`src/rtl/lpcmp_pkg.sv`:
```
`timescale 1ns/1ps
package lpcmp_pkg;

  typedef enum logic {
    MODE_TIME  = 1'b0,
    MODE_PULSE = 1'b1
  } lpcmp_mode_e;

  // register slots, decoded from address bits [3:2]
  localparam logic [1:0] SLOT_CTRL = 2'd0;
  localparam logic [1:0] SLOT_CFG  = 2'd1;
  localparam logic [1:0] SLOT_CMP  = 2'd2;
  localparam logic [1:0] SLOT_SNAP = 2'd3;

  // control word bit positions
  localparam int CTRL_RUN  = 0;
  localparam int CTRL_MODE = 1;
  localparam int CTRL_FREE = 2;
  localparam int CTRL_IRQ  = 3;
  localparam int CTRL_DMA  = 4;
  localparam int CTRL_FLAG = 7;

  // configuration word bit positions
  localparam int CFG_SCALE_LSB = 0;
  localparam int CFG_BYPASS    = 4;
  localparam int CFG_SEL_LSB   = 5;
  localparam int CFG_POL       = 7;

endpackage

```
`src/rtl/lpcmp_tick_gen.sv`:
```
`timescale 1ns/1ps
module lpcmp_tick_gen
  import lpcmp_pkg::*;
#(
  parameter int SCALE_W = 4,
  parameter int NUM_IN  = 4,
  parameter int SEL_W   = $clog2(NUM_IN)
) (
  input  logic               clk,
  input  logic               rst_n,
  input  logic               run_en,
  input  lpcmp_mode_e        mode,
  input  logic               bypass,
  input  logic [SCALE_W-1:0] scale,
  input  logic [SEL_W-1:0]   sel,
  input  logic               polarity,
  input  logic [NUM_IN-1:0]  pulse_in,
  output logic               tick
);

  localparam int DIV_W = 1 << SCALE_W;

  logic [NUM_IN-1:0] s1_q, s2_q;
  logic [DIV_W-1:0]  pre_q, pre_d, pre_mask;
  logic [DIV_W-1:0]  fcnt_q, fcnt_d, flt_lim;
  logic              flt_q, flt_d;
  logic              prev_q, prev_d;
  logic              act, lvl, time_tick, pulse_tick;

  // two-flop synchronizer per external input
  for (genvar gi = 0; gi < NUM_IN; gi++) begin : g_sync
    always_ff @(posedge clk or negedge rst_n) begin
      if (!rst_n) begin
        s1_q[gi] <= 1'b0;
        s2_q[gi] <= 1'b0;
      end else begin
        s1_q[gi] <= pulse_in[gi];
        s2_q[gi] <= s1_q[gi];
      end
    end
  end

  always_comb begin
    pre_mask  = DIV_W'((32'd1 << (32'(scale) + 32'd1)) - 32'd1);
    flt_lim   = DIV_W'((32'd1 << 32'(scale)) - 32'd1);
    act       = s2_q[sel] ^ polarity;

    // prescaler: free counter, tick when the low v+1 bits are all ones
    time_tick = bypass | ((pre_q & pre_mask) == pre_mask);
    if (run_en && (mode == MODE_TIME) && !bypass) pre_d = pre_q + 1'b1;
    else                                          pre_d = '0;

    // glitch filter: level must differ for 2^v consecutive samples
    flt_d  = flt_q;
    fcnt_d = fcnt_q;
    if (!run_en) begin
      flt_d  = act;
      fcnt_d = '0;
    end else if (act == flt_q) begin
      fcnt_d = '0;
    end else if (fcnt_q == flt_lim) begin
      flt_d  = act;
      fcnt_d = '0;
    end else begin
      fcnt_d = fcnt_q + 1'b1;
    end

    lvl        = bypass ? act : flt_q;
    prev_d     = lvl;
    pulse_tick = lvl & ~prev_q;

    tick = run_en & ((mode == MODE_PULSE) ? pulse_tick : time_tick);
  end

  always_ff @(posedge clk or negedge rst_n) begin
    if (!rst_n) begin
      pre_q  <= '0;
      fcnt_q <= '0;
      flt_q  <= 1'b0;
      prev_q <= 1'b0;
    end else begin
      pre_q  <= pre_d;
      fcnt_q <= fcnt_d;
      flt_q  <= flt_d;
      prev_q <= prev_d;
    end
  end

  AST_PRESCALE_GAP: assert property (@(posedge clk) disable iff (!rst_n)
    (run_en && (mode == MODE_TIME) && !bypass && tick) |=> !tick);

  AST_FILTER_RUN: assert property (@(posedge clk) disable iff (!rst_n)
    (run_en && $past(run_en) && $past(fcnt_q) != '0 && fcnt_q != '0)
      |-> (flt_q == $past(flt_q)));

endmodule

```
`src/rtl/lpcmp_counter.sv`:
```
`timescale 1ns/1ps
module lpcmp_counter #(
  parameter int CNT_W = 16
) (
  input  logic             clk,
  input  logic             rst_n,
  input  logic             run_en,
  input  logic             free_run,
  input  logic             tick,
  input  logic [CNT_W-1:0] cmp_val,
  input  logic             flag_clr,
  input  logic             snap_req,
  output logic [CNT_W-1:0] snap_o,
  output logic             flag_o
);

  logic [CNT_W-1:0] cnt_q, cnt_d, snap_q;
  logic             flag_q, flag_d, hit;

  always_comb begin
    hit = tick && (cnt_q == cmp_val);
    if (!run_en)               cnt_d = '0;
    else if (hit && !free_run) cnt_d = '0;
    else if (tick)             cnt_d = cnt_q + 1'b1;
    else                       cnt_d = cnt_q;

    // a match on the same edge as a clear keeps the flag
    if (hit)           flag_d = 1'b1;
    else if (flag_clr) flag_d = 1'b0;
    else               flag_d = flag_q;
  end

  always_ff @(posedge clk or negedge rst_n) begin
    if (!rst_n) begin
      cnt_q  <= '0;
      flag_q <= 1'b0;
      snap_q <= '0;
    end else begin
      cnt_q  <= cnt_d;
      flag_q <= flag_d;
      if (snap_req) snap_q <= cnt_q;
    end
  end

  assign snap_o = snap_q;
  assign flag_o = flag_q;

  AST_MATCH_FLAG: assert property (@(posedge clk) disable iff (!rst_n)
    hit |=> flag_q);

  AST_RELOAD_ZERO: assert property (@(posedge clk) disable iff (!rst_n)
    (hit && run_en && !free_run) |=> (cnt_q == '0));

  AST_FREE_STEP: assert property (@(posedge clk) disable iff (!rst_n)
    (tick && run_en && free_run) |=> (cnt_q == $past(cnt_q) + 1'b1));

  AST_FLAG_STICKY: assert property (@(posedge clk) disable iff (!rst_n)
    (flag_q && !flag_clr) |=> flag_q);

  AST_SNAP_TAKE: assert property (@(posedge clk) disable iff (!rst_n)
    snap_req |=> (snap_q == $past(cnt_q)));

  AST_STOP_ZERO: assert property (@(posedge clk) disable iff (!rst_n)
    !run_en |=> (cnt_q == '0));

endmodule

```
`src/rtl/lpcmp_timer.sv`:
```
`timescale 1ns/1ps
module lpcmp_timer
  import lpcmp_pkg::*;
#(
  parameter int ADDR_W  = 4,
  parameter int DATA_W  = 32,
  parameter int CNT_W   = 16,
  parameter int SCALE_W = 4,
  parameter int NUM_IN  = 4
) (
  input  logic              clk,
  input  logic              rst_n,
  input  logic              reg_wr,
  input  logic [ADDR_W-1:0] reg_addr,
  input  logic [DATA_W-1:0] reg_wdata,
  output logic [DATA_W-1:0] reg_rdata,
  input  logic [NUM_IN-1:0] pulse_in,
  output logic              irq_o,
  output logic              dma_req_o
);

  localparam int SEL_W = $clog2(NUM_IN);

  logic rst_meta_q, rst_sync_q, rst_n_int;

  // asynchronous assert, synchronous release
  always_ff @(posedge clk or negedge rst_n) begin
    if (!rst_n) begin
      rst_meta_q <= 1'b0;
      rst_sync_q <= 1'b0;
    end else begin
      rst_meta_q <= 1'b1;
      rst_sync_q <= rst_meta_q;
    end
  end
  assign rst_n_int = rst_sync_q;

  logic               run_q, run_d, free_q, free_d;
  logic               irq_en_q, irq_en_d, dma_en_q, dma_en_d;
  lpcmp_mode_e        mode_q, mode_d;
  logic [SCALE_W-1:0] scale_q, scale_d;
  logic               bypass_q, bypass_d, pol_q, pol_d;
  logic [SEL_W-1:0]   sel_q, sel_d;
  logic [CNT_W-1:0]   cmp_q, cmp_d, snap;
  logic               wr_ctrl, wr_cfg, wr_cmp, wr_snap, flag_clr, flag, tick;
  logic [1:0]         slot;

  always_comb begin
    slot     = reg_addr[3:2];
    wr_ctrl  = reg_wr && (slot == SLOT_CTRL);
    wr_cfg   = reg_wr && (slot == SLOT_CFG);
    wr_cmp   = reg_wr && (slot == SLOT_CMP);
    wr_snap  = reg_wr && (slot == SLOT_SNAP);
    flag_clr = wr_ctrl && reg_wdata[CTRL_FLAG];

    run_d    = run_q;
    mode_d   = mode_q;
    free_d   = free_q;
    irq_en_d = irq_en_q;
    dma_en_d = dma_en_q;
    scale_d  = scale_q;
    bypass_d = bypass_q;
    sel_d    = sel_q;
    pol_d    = pol_q;
    cmp_d    = cmp_q;

    if (wr_ctrl) begin
      run_d    = reg_wdata[CTRL_RUN];
      irq_en_d = reg_wdata[CTRL_IRQ];
      dma_en_d = reg_wdata[CTRL_DMA];
      if (!run_q) begin
        mode_d = lpcmp_mode_e'(reg_wdata[CTRL_MODE]);
        free_d = reg_wdata[CTRL_FREE];
      end
    end
    if (wr_cfg && !run_q) begin
      scale_d  = reg_wdata[CFG_SCALE_LSB +: SCALE_W];
      bypass_d = reg_wdata[CFG_BYPASS];
      sel_d    = reg_wdata[CFG_SEL_LSB +: SEL_W];
      pol_d    = reg_wdata[CFG_POL];
    end
    if (wr_cmp) cmp_d = reg_wdata[CNT_W-1:0];
  end

  always_ff @(posedge clk or negedge rst_n_int) begin
    if (!rst_n_int) begin
      run_q    <= 1'b0;
      mode_q   <= MODE_TIME;
      free_q   <= 1'b0;
      irq_en_q <= 1'b0;
      dma_en_q <= 1'b0;
      scale_q  <= '0;
      bypass_q <= 1'b1;
      sel_q    <= '0;
      pol_q    <= 1'b0;
      cmp_q    <= '0;
    end else begin
      run_q    <= run_d;
      mode_q   <= mode_d;
      free_q   <= free_d;
      irq_en_q <= irq_en_d;
      dma_en_q <= dma_en_d;
      scale_q  <= scale_d;
      bypass_q <= bypass_d;
      sel_q    <= sel_d;
      pol_q    <= pol_d;
      cmp_q    <= cmp_d;
    end
  end

  lpcmp_tick_gen #(
    .SCALE_W (SCALE_W),
    .NUM_IN  (NUM_IN),
    .SEL_W   (SEL_W)
  ) u_tick (
    .clk      (clk),
    .rst_n    (rst_n_int),
    .run_en   (run_q),
    .mode     (mode_q),
    .bypass   (bypass_q),
    .scale    (scale_q),
    .sel      (sel_q),
    .polarity (pol_q),
    .pulse_in (pulse_in),
    .tick     (tick)
  );

  lpcmp_counter #(
    .CNT_W (CNT_W)
  ) u_cnt (
    .clk      (clk),
    .rst_n    (rst_n_int),
    .run_en   (run_q),
    .free_run (free_q),
    .tick     (tick),
    .cmp_val  (cmp_q),
    .flag_clr (flag_clr),
    .snap_req (wr_snap),
    .snap_o   (snap),
    .flag_o   (flag)
  );

  assign irq_o     = flag & irq_en_q;
  assign dma_req_o = flag & dma_en_q;

  always_comb begin
    reg_rdata = '0;
    case (slot)
      SLOT_CTRL: begin
        reg_rdata[CTRL_RUN]  = run_q;
        reg_rdata[CTRL_MODE] = mode_q;
        reg_rdata[CTRL_FREE] = free_q;
        reg_rdata[CTRL_IRQ]  = irq_en_q;
        reg_rdata[CTRL_DMA]  = dma_en_q;
        reg_rdata[CTRL_FLAG] = flag;
      end
      SLOT_CFG: begin
        reg_rdata[CFG_SCALE_LSB +: SCALE_W] = scale_q;
        reg_rdata[CFG_BYPASS]               = bypass_q;
        reg_rdata[CFG_SEL_LSB +: SEL_W]     = sel_q;
        reg_rdata[CFG_POL]                  = pol_q;
      end
      SLOT_CMP: reg_rdata[CNT_W-1:0] = cmp_q;
      default:  reg_rdata[CNT_W-1:0] = snap;
    endcase
  end

  logic unused_bus;
  assign unused_bus = ^{reg_addr[1:0], reg_wdata[DATA_W-1:CNT_W]};

  AST_CFG_LOCK: assert property (@(posedge clk) disable iff (!rst_n_int)
    run_q |=> $stable({mode_q, free_q, scale_q, bypass_q, sel_q, pol_q}));

  AST_REQ_DROP: assert property (@(posedge clk) disable iff (!rst_n_int)
    $fell(flag) |-> (!irq_o && !dma_req_o));

endmodule

```
`config.mk`:
```
export PLATFORM = sky130hd
export DESIGN_NAME = lpcmp_timer
export DESIGN_NICKNAME = d
export VERILOG_FILES = /design/src/rtl/lpcmp_pkg.sv /design/src/rtl/lpcmp_tick_gen.sv /design/src/rtl/lpcmp_counter.sv /design/src/rtl/lpcmp_timer.sv
export SDC_FILE = /design/constraint.sdc
export NUM_CORES = 1
export LEC_CHECK = 0
export BUFFER_PORTS_ARGS = -buffer_cell sky130_fd_sc_hd__clkbuf_2
export CAP_MARGIN = 0
export CORE_ASPECT_RATIO = 0.75
export CORE_UTILIZATION = 59
export DETAILED_ROUTE_END_ITERATION = 10
export GPL_TIMING_DRIVEN = 0
export PLACE_DENSITY = 0.81
export SYNTH_ARGS = -nofsm -noshare
export SYNTH_HDL_FRONTEND = slang
export SYNTH_SLANG_ARGS = --single-unit
```
`constraint.sdc`:
```
create_clock -name clk -period 4 [get_ports clk]
set_input_delay 0.4 -clock clk [delete_from_list [all_inputs] [get_ports clk]]
set_output_delay 0.4 -clock clk [all_outputs]
set_load 0.02 [all_outputs]
```
# [Word level (Yosys, flattened, before mapping)]
# Index checks and enable logic that the tools add are counted.
[op_classes] shifts=2 n_eq_ne=10 n_reduce_logical=18 n_bitwise=10 n_addsub=6 mux=20 order_cmp=1
[op_table] op="2-to-1 mux 16 bit" n=7
[op_table] op="adder 16 x 1 -> 16 bit (second input constant)" n=3
[op_table] op="equality test 16 bit" n=3
[op_table] op="<< shifter 1 x 32 -> 16 bit (first input constant)" n=1
[op_table] op="subtractor 16 x 1 -> 16 bit (second input constant)" n=2
[op_table] op="AND 16 bit" n=1
[op_table] op="one-hot mux 8 bit (2 select lines)" n=1
[op_table] op="<< shifter 1 x 4 -> 16 bit (first input constant)" n=1
[op_table] op="one-hot mux 5 bit (3 select lines)" n=1
[op_table] op="logical AND 1 bit" n=10
[op_table] op="2-to-1 mux 1 bit" n=8
[op_table] op="one-hot mux 2 bit (3 select lines)" n=1
[op_table] op="adder 4 x 1 -> 5 bit (second input constant)" n=1
[op_table] op="AND 1 bit" n=4
[op_table] op="equality test 2 bit (second input constant)" n=2
[op_table] op="AND reduction 2 bit" n=2
[op_table] op="logical NOT 1 bit" n=3
[op_table] op="less-than comparator 2 x 3 -> 1 bit (second input constant)" n=1
[op_table] op="!= test 3 x 1 -> 1 bit (second input constant)" n=1
[op_table] op="inverter 1 bit" n=3
[op_table] op="one-hot mux 1 bit (3 select lines)" n=1
[op_table] op="binary-select mux 1 bit (select 2 bit)" n=1
[op_table] op="equality test 2 x 1 -> 1 bit (second input constant)" n=1
[op_table] op="logical NOT 2 bit" n=1
[op_table] op="other kinds (7)" n=7
[word_totals] inputBits=43 ff_bits=106 elab_cells=94

# [Longest topological paths before layout]
[depth] word_depth=12 mapped_depth=19 depth_no_buf=14

# [Hierarchy]
# Synthesis repeated with hierarchy kept, for this count alone.
[hier_totals] cells_unflattened=645 hier_area_um2=6601.3
[modules_own_cells] mod="lpcmp_tick_gen" area_per_inst_um2=3075.4 seq_area_each_um2=1051.0 cells_each=361 n_inst=1
[modules_own_cells] mod="lpcmp_counter" area_per_inst_um2=1766.7 seq_area_each_um2=825.8 cells_each=165 n_inst=1
[modules_own_cells] mod="lpcmp_timer" area_per_inst_um2=1759.2 seq_area_each_um2=777.0 cells_each=119 n_inst=1

# [Least setup slack after synthesis]
# No wires, ideal clock.
[synth_timing] path_type="reg2reg" start="register scale_q[0]" end="register u_cnt.cnt_q[5]" slack_ns=0.241 t_arrival_ns=3.629 n_path_buf=5 setup_ns=0.130 path_stages_with_launch=19 path_cell_list="dfrtp_1 buf_6 nand2_1 inv_1 ha_1 clkbuf_2 buf_2 nand4_1 ha_1 buf_2 inv_1 nor3_1 o31a_1 a211oi_2 nand4_1 o21a_2 o41ai_4 buf_2 a21oi_1"
[synth_via] elab_chain_len=12
[synth_rtl] element="start, declared" line="lpcmp_timer.sv:41" rtl="logic [SCALE_W-1:0] scale_q, scale_d;"
[synth_rtl] element="start signal, assigned" line="lpcmp_timer.sv:103" rtl="scale_q <= scale_d;"
[synth_rtl] element="adder 4 x 1 -> 5 bit (*)" line="lpcmp_tick_gen.sv:44" rtl="pre_mask = DIV_W'((32'd1 << (32'(scale) + 32'd1)) - 32'd1);"
[synth_rtl] element="<< shifter 1 x 32 -> 16 bit (*)" line="lpcmp_tick_gen.sv:44"
[synth_rtl] element="subtractor 16 x 1 -> 16 bit (*)" line="lpcmp_tick_gen.sv:44"
[synth_rtl] element="AND 16 bit" line="lpcmp_tick_gen.sv:49" rtl="time_tick = bypass | ((pre_q & pre_mask) == pre_mask);"
[synth_rtl] element="equality test 16 bit (*)" line="lpcmp_tick_gen.sv:49"
[synth_rtl] element="bitwise OR 1 bit (*)" line="lpcmp_tick_gen.sv:49"
[synth_rtl] element="2-to-1 mux 1 bit (*)" line="lpcmp_tick_gen.sv:72" rtl="tick = run_en & ((mode == MODE_PULSE) ? pulse_tick : time_tick);"
[synth_rtl] element="AND 1 bit (*)" line="lpcmp_tick_gen.sv:72"
[synth_rtl] element="logical AND 1 bit" line="lpcmp_counter.sv:21" rtl="hit = tick && (cnt_q == cmp_val);"
[synth_rtl] element="logical AND 1 bit" line="lpcmp_counter.sv:23" rtl="else if (hit && !free_run) cnt_d = '0;"
[synth_rtl] element="2-to-1 mux 16 bit" line="lpcmp_counter.sv:23"
[synth_rtl] element="2-to-1 mux 16 bit" line="lpcmp_counter.sv:22" rtl="if (!run_en) cnt_d = '0;"
[synth_rtl] element="end signal, assigned" line="lpcmp_counter.sv:39" rtl="cnt_q <= cnt_d;"
[synth_rtl] element="end, declared" line="lpcmp_counter.sv:17" rtl="logic [CNT_W-1:0] cnt_q, cnt_d, snap_q;"
# Every way passes the cells marked *; elsewhere a longest branch is shown, timed or not.
# A chain may end at the register's enable or synchronous reset.

# [Final worst setup path]
[layout_timing] start="register scale_q[0]" end="register u_cnt.cnt_q[2]"
# The elaborated chain is that of the path after synthesis.

==> impl_metrics.toml <==
[outcome]
outcome = "finished, final reports clean"

[floorplanning]
core_region_area_mm2 = 0.0105
pin_count = 77
die_h_um = 92.7
dieWidth_um = 123
dieArea_mm2 = 0.0114
floorplan.initialDensity_pct = 61.7
row_count = 32

[critical_path]
required_ps = 4230
r2r_end = "u_cnt.cnt_q[2]"
start_kind = "flip-flop"
slowest_delay_ps = 440
r2r-start = "scale_q[0]"
path_cells = "buf_6, nand2_4, inv_2, ha_1, buf_4, buf_8, nand4_1, ha_1, buf_4, nor2b_1, nand2_1, nor2_1, nor4_1, nand4_1, o21a_4, o41ai_4, buf_4, buf_4, buf_4, a21oi_1"
end_kind = "flip-flop"
crit_fanout = 10
crit_family = "buffers and inverters"
cp_slowest_cell = "dfrtp_2"
path_class = "flip-flop to flip-flop"
crit_top_cell = "buf_4"
r2r_slack_ps = 150
crit_arrival_ps = 4090
crit_buf_inv = 8
reg2regPathDepth = 20

[timing]
final_hold_viol_count = 0
worstMarginPinSlew_ps = 838
fmax_mhz = 259
whs_ps = 145
finClkSkew_ps = 4.99
fin_crit_sh_pct = 96.4
final_max_slew_viol_count = 0
slew_headroom_pct = 44.0
setup_violations = 0
period_minus_slack_ps = 3850

[route]
post_drt_wl_per_cell_um = 19.2
drt-total-wl_um = 16800
initialDrtViolationCount = 507
ant_nets = 0
first_pass_iters = 5
drc = 0
vias_per_cell = 6.20
num_vias = 5440

[clocking]
root_buffer = "clkbuf_16"
clk_latency_ps = 350
clk_pin_slew_ps = 70
clockBufferDepth = 2
tritoncts = "done"
cts_made_buffers = 9
cts.sinks = 106
htree_levels = 3

[synthesis]
yosys-top-cells-count = "dfrtp_1, nand2_1, nor2_1"
synth_area_leaders = "dfrtp_1, mux2_2, xor2_1, nand2_1, xnor2_1"
yosysUniqueCellTypes = 74
synthMostInstantiatedCell = "dfrtp_1"
ys_warn_count = 0
ys_seq_area_share_pct = 41.0
syn_inst = 660
synth_edf_count = 0
synth_area_leader_cell = "dfrtp_1"
ys_ff_latch = 106
async_flop_share_pct = 100
synth_flop_cell = "dfrtp_1"
syn-cell-area_mm2 = 0.00648
synth_top_area_share_pct = 40.6
synth.avg_cell_area_um2 = 9.81

[layout]
multi_input_area_mm2 = 0.00349
final_nets = 786
final_area_mm2 = 0.00736
seqCellArea_mm2 = 0.00266
diodes = 0
final_layout_size_suffix_gt1_share_pct = 24.3
fin_util_pct = 70.1
syn_to_final_growth_pct = 13.6
fillerInstances = 810

[global_route]
grt_pass1_vias = 5262
grt_max_degree = 72
grt_pass1_wl_um = 26800
antenna_found_initial = 0
gr-total-overflow = 0
track_usage_pct = 31.0

[hold_path]
worstHoldStart = "pulse_in[2]"
hold_end = "u_tick.s1_q[2]"
hold_path.class = "input port to flip-flop"
hold_depth = 1

[power]
peakVddDrop_uv = 270
p_per_area_mw_per_mm2 = 472
p_leak_nw = 3.23

[placed_design]
routabilityCongestion = 0.895
portBuffers = 42
dp_hpwl_um = 12000
placed_area_mm2 = 0.00694

[job]
maxCapViolCount = 0
==> worst max path at each step <==
| stage | startpoint | to | cells after the start |
|---|---|---|---|
| 6_report | scale_q[0] | u_cnt.cnt_q[2] | 20 |
| 3_3_place_gp | scale_q[0] | u_cnt.cnt_q[13] | 18 |
| 4_1_cts | scale_q[0] | u_cnt.cnt_q[8] | 19 |
| 5_1_grt | scale_q[0] | u_cnt.cnt_q[8] | 19 |
| 2_1_floorplan | scale_q[0] | u_cnt.cnt_q[5] | 18 |
| 3_5_place_dp | scale_q[0] | u_cnt.cnt_q[6] | 18 |
==> stage by stage <==
step / instances / TNS, ps / power, mW / worst slack, ps
after global placement: 853 / -29020 / 2.51 / -396
final: 877 / 0 / 3.48 / 145
after CTS: 871 / 0 / 3.42 / 35.1
after floorplan: 675 / 0 / 2.22 / 241
after global routing: 877 / -6.89 / 3.65 / -4.45
after detailed placement: 854 / -6000 / 2.54 / -429
==> state kept, by name, summed over array words and instances, names as in the netlist, 2 cells and up <==
register	cells
u_tick.s2_q	4
scale_q	4
sel_q	2
u_tick.s1_q	4
cmp_q	16
u_cnt.cnt_q	16
u_tick.pre_q	16
u_cnt.snap_o	16
u_tick.fcnt_q	16
==> cells in the final DEF (no fill, tap or decap), types with 13 or more instances in the layout <==
cell and instances:
a21oi_1 31, and3_1 15, buf_4 29, clkbuf_1 22, clkbuf_2 42, conb_1 17, dfrtp_1 103, mux2_2 42
nand2_1 48, nand3_1 26, nor2_1 44, nor2b_1 20, o21ai_0 24, o31ai_1 13, or4_1 14, xnor2_1 20
xor2_1 38
==> layout make-up <==
type | count | share of cell area [%]
flip-flops and latches | 106 | 36.1
plain buffers | 63 | 5.60
multi-input cells | 495 | 47.4
repair buffers | 50 | 3.98
inverters | 11 | 0.646
clock buffers | 9 | 3.06
well taps | 136 | 2.31
clock inverters | 7 | 0.833
==> logic make-up after synthesis <==
| kind of cell | after synthesis | synth area share, % |
|---|---|---|
| and+or+nand+nor | 230 | 18.7 |
| AOI/OAI and AO/OA | 124 | 13.1 |
| DFF | 106 | 41.0 |
| buffers and inverters | 74 | 6.59 |
| muxes | 59 | 11.3 |
| xor gates and xnor gates | 58 | 7.84 |
| adders and majority gates | 7 | 1.35 |
| other | 2 | 0.116 |
==> worst reg2reg max path, cell delays in order (launching register included) <==
cell	delay, ps
dfrtp_2	440
buf_6	160
nand2_4	110
inv_2	80
ha_1	270
buf_4	160
buf_8	140
nand4_1	120
ha_1	220
buf_4	180
nor2b_1	180
nand2_1	70
nor2_1	40
nor4_1	300
nand4_1	190
o21a_4	280
o41ai_4	330
buf_4	190
buf_4	120
buf_4	110
a21oi_1	40
==> layer usage <==
metal	up-vias	part of all wire, %	track usage [%]	routed length, um
met5	-	0	0	0
met4	0	1.7	8.53	280
met3	36	7.1	5.73	1200
met2	249	45	46.8	7630
met1	2658	46	45.5	7690
li1	2497	-	-	-
==> power by group <==
group | switching, mW | internal, mW | leakage, nW
combinational | 0.779 | 0.550 | 1.71
clock | 0.430 | 0.435 | 0.144
sequential | 0.108 | 1.17 | 1.38
==> what timing repair did <==
| item | CTS | global route |
|---|---|---|
| setup endpoints to repair | 17 | 17 |
| pin swaps | 1 | 6 |
| hold endpoints to repair | 2 | 0 |
| hold buffers | 1 | 0 |
| setup buffers | 0 | 6 |
| gates resized for setup | 8 | 18 |
No activity file was read; power rests on OpenSTA's default activity.
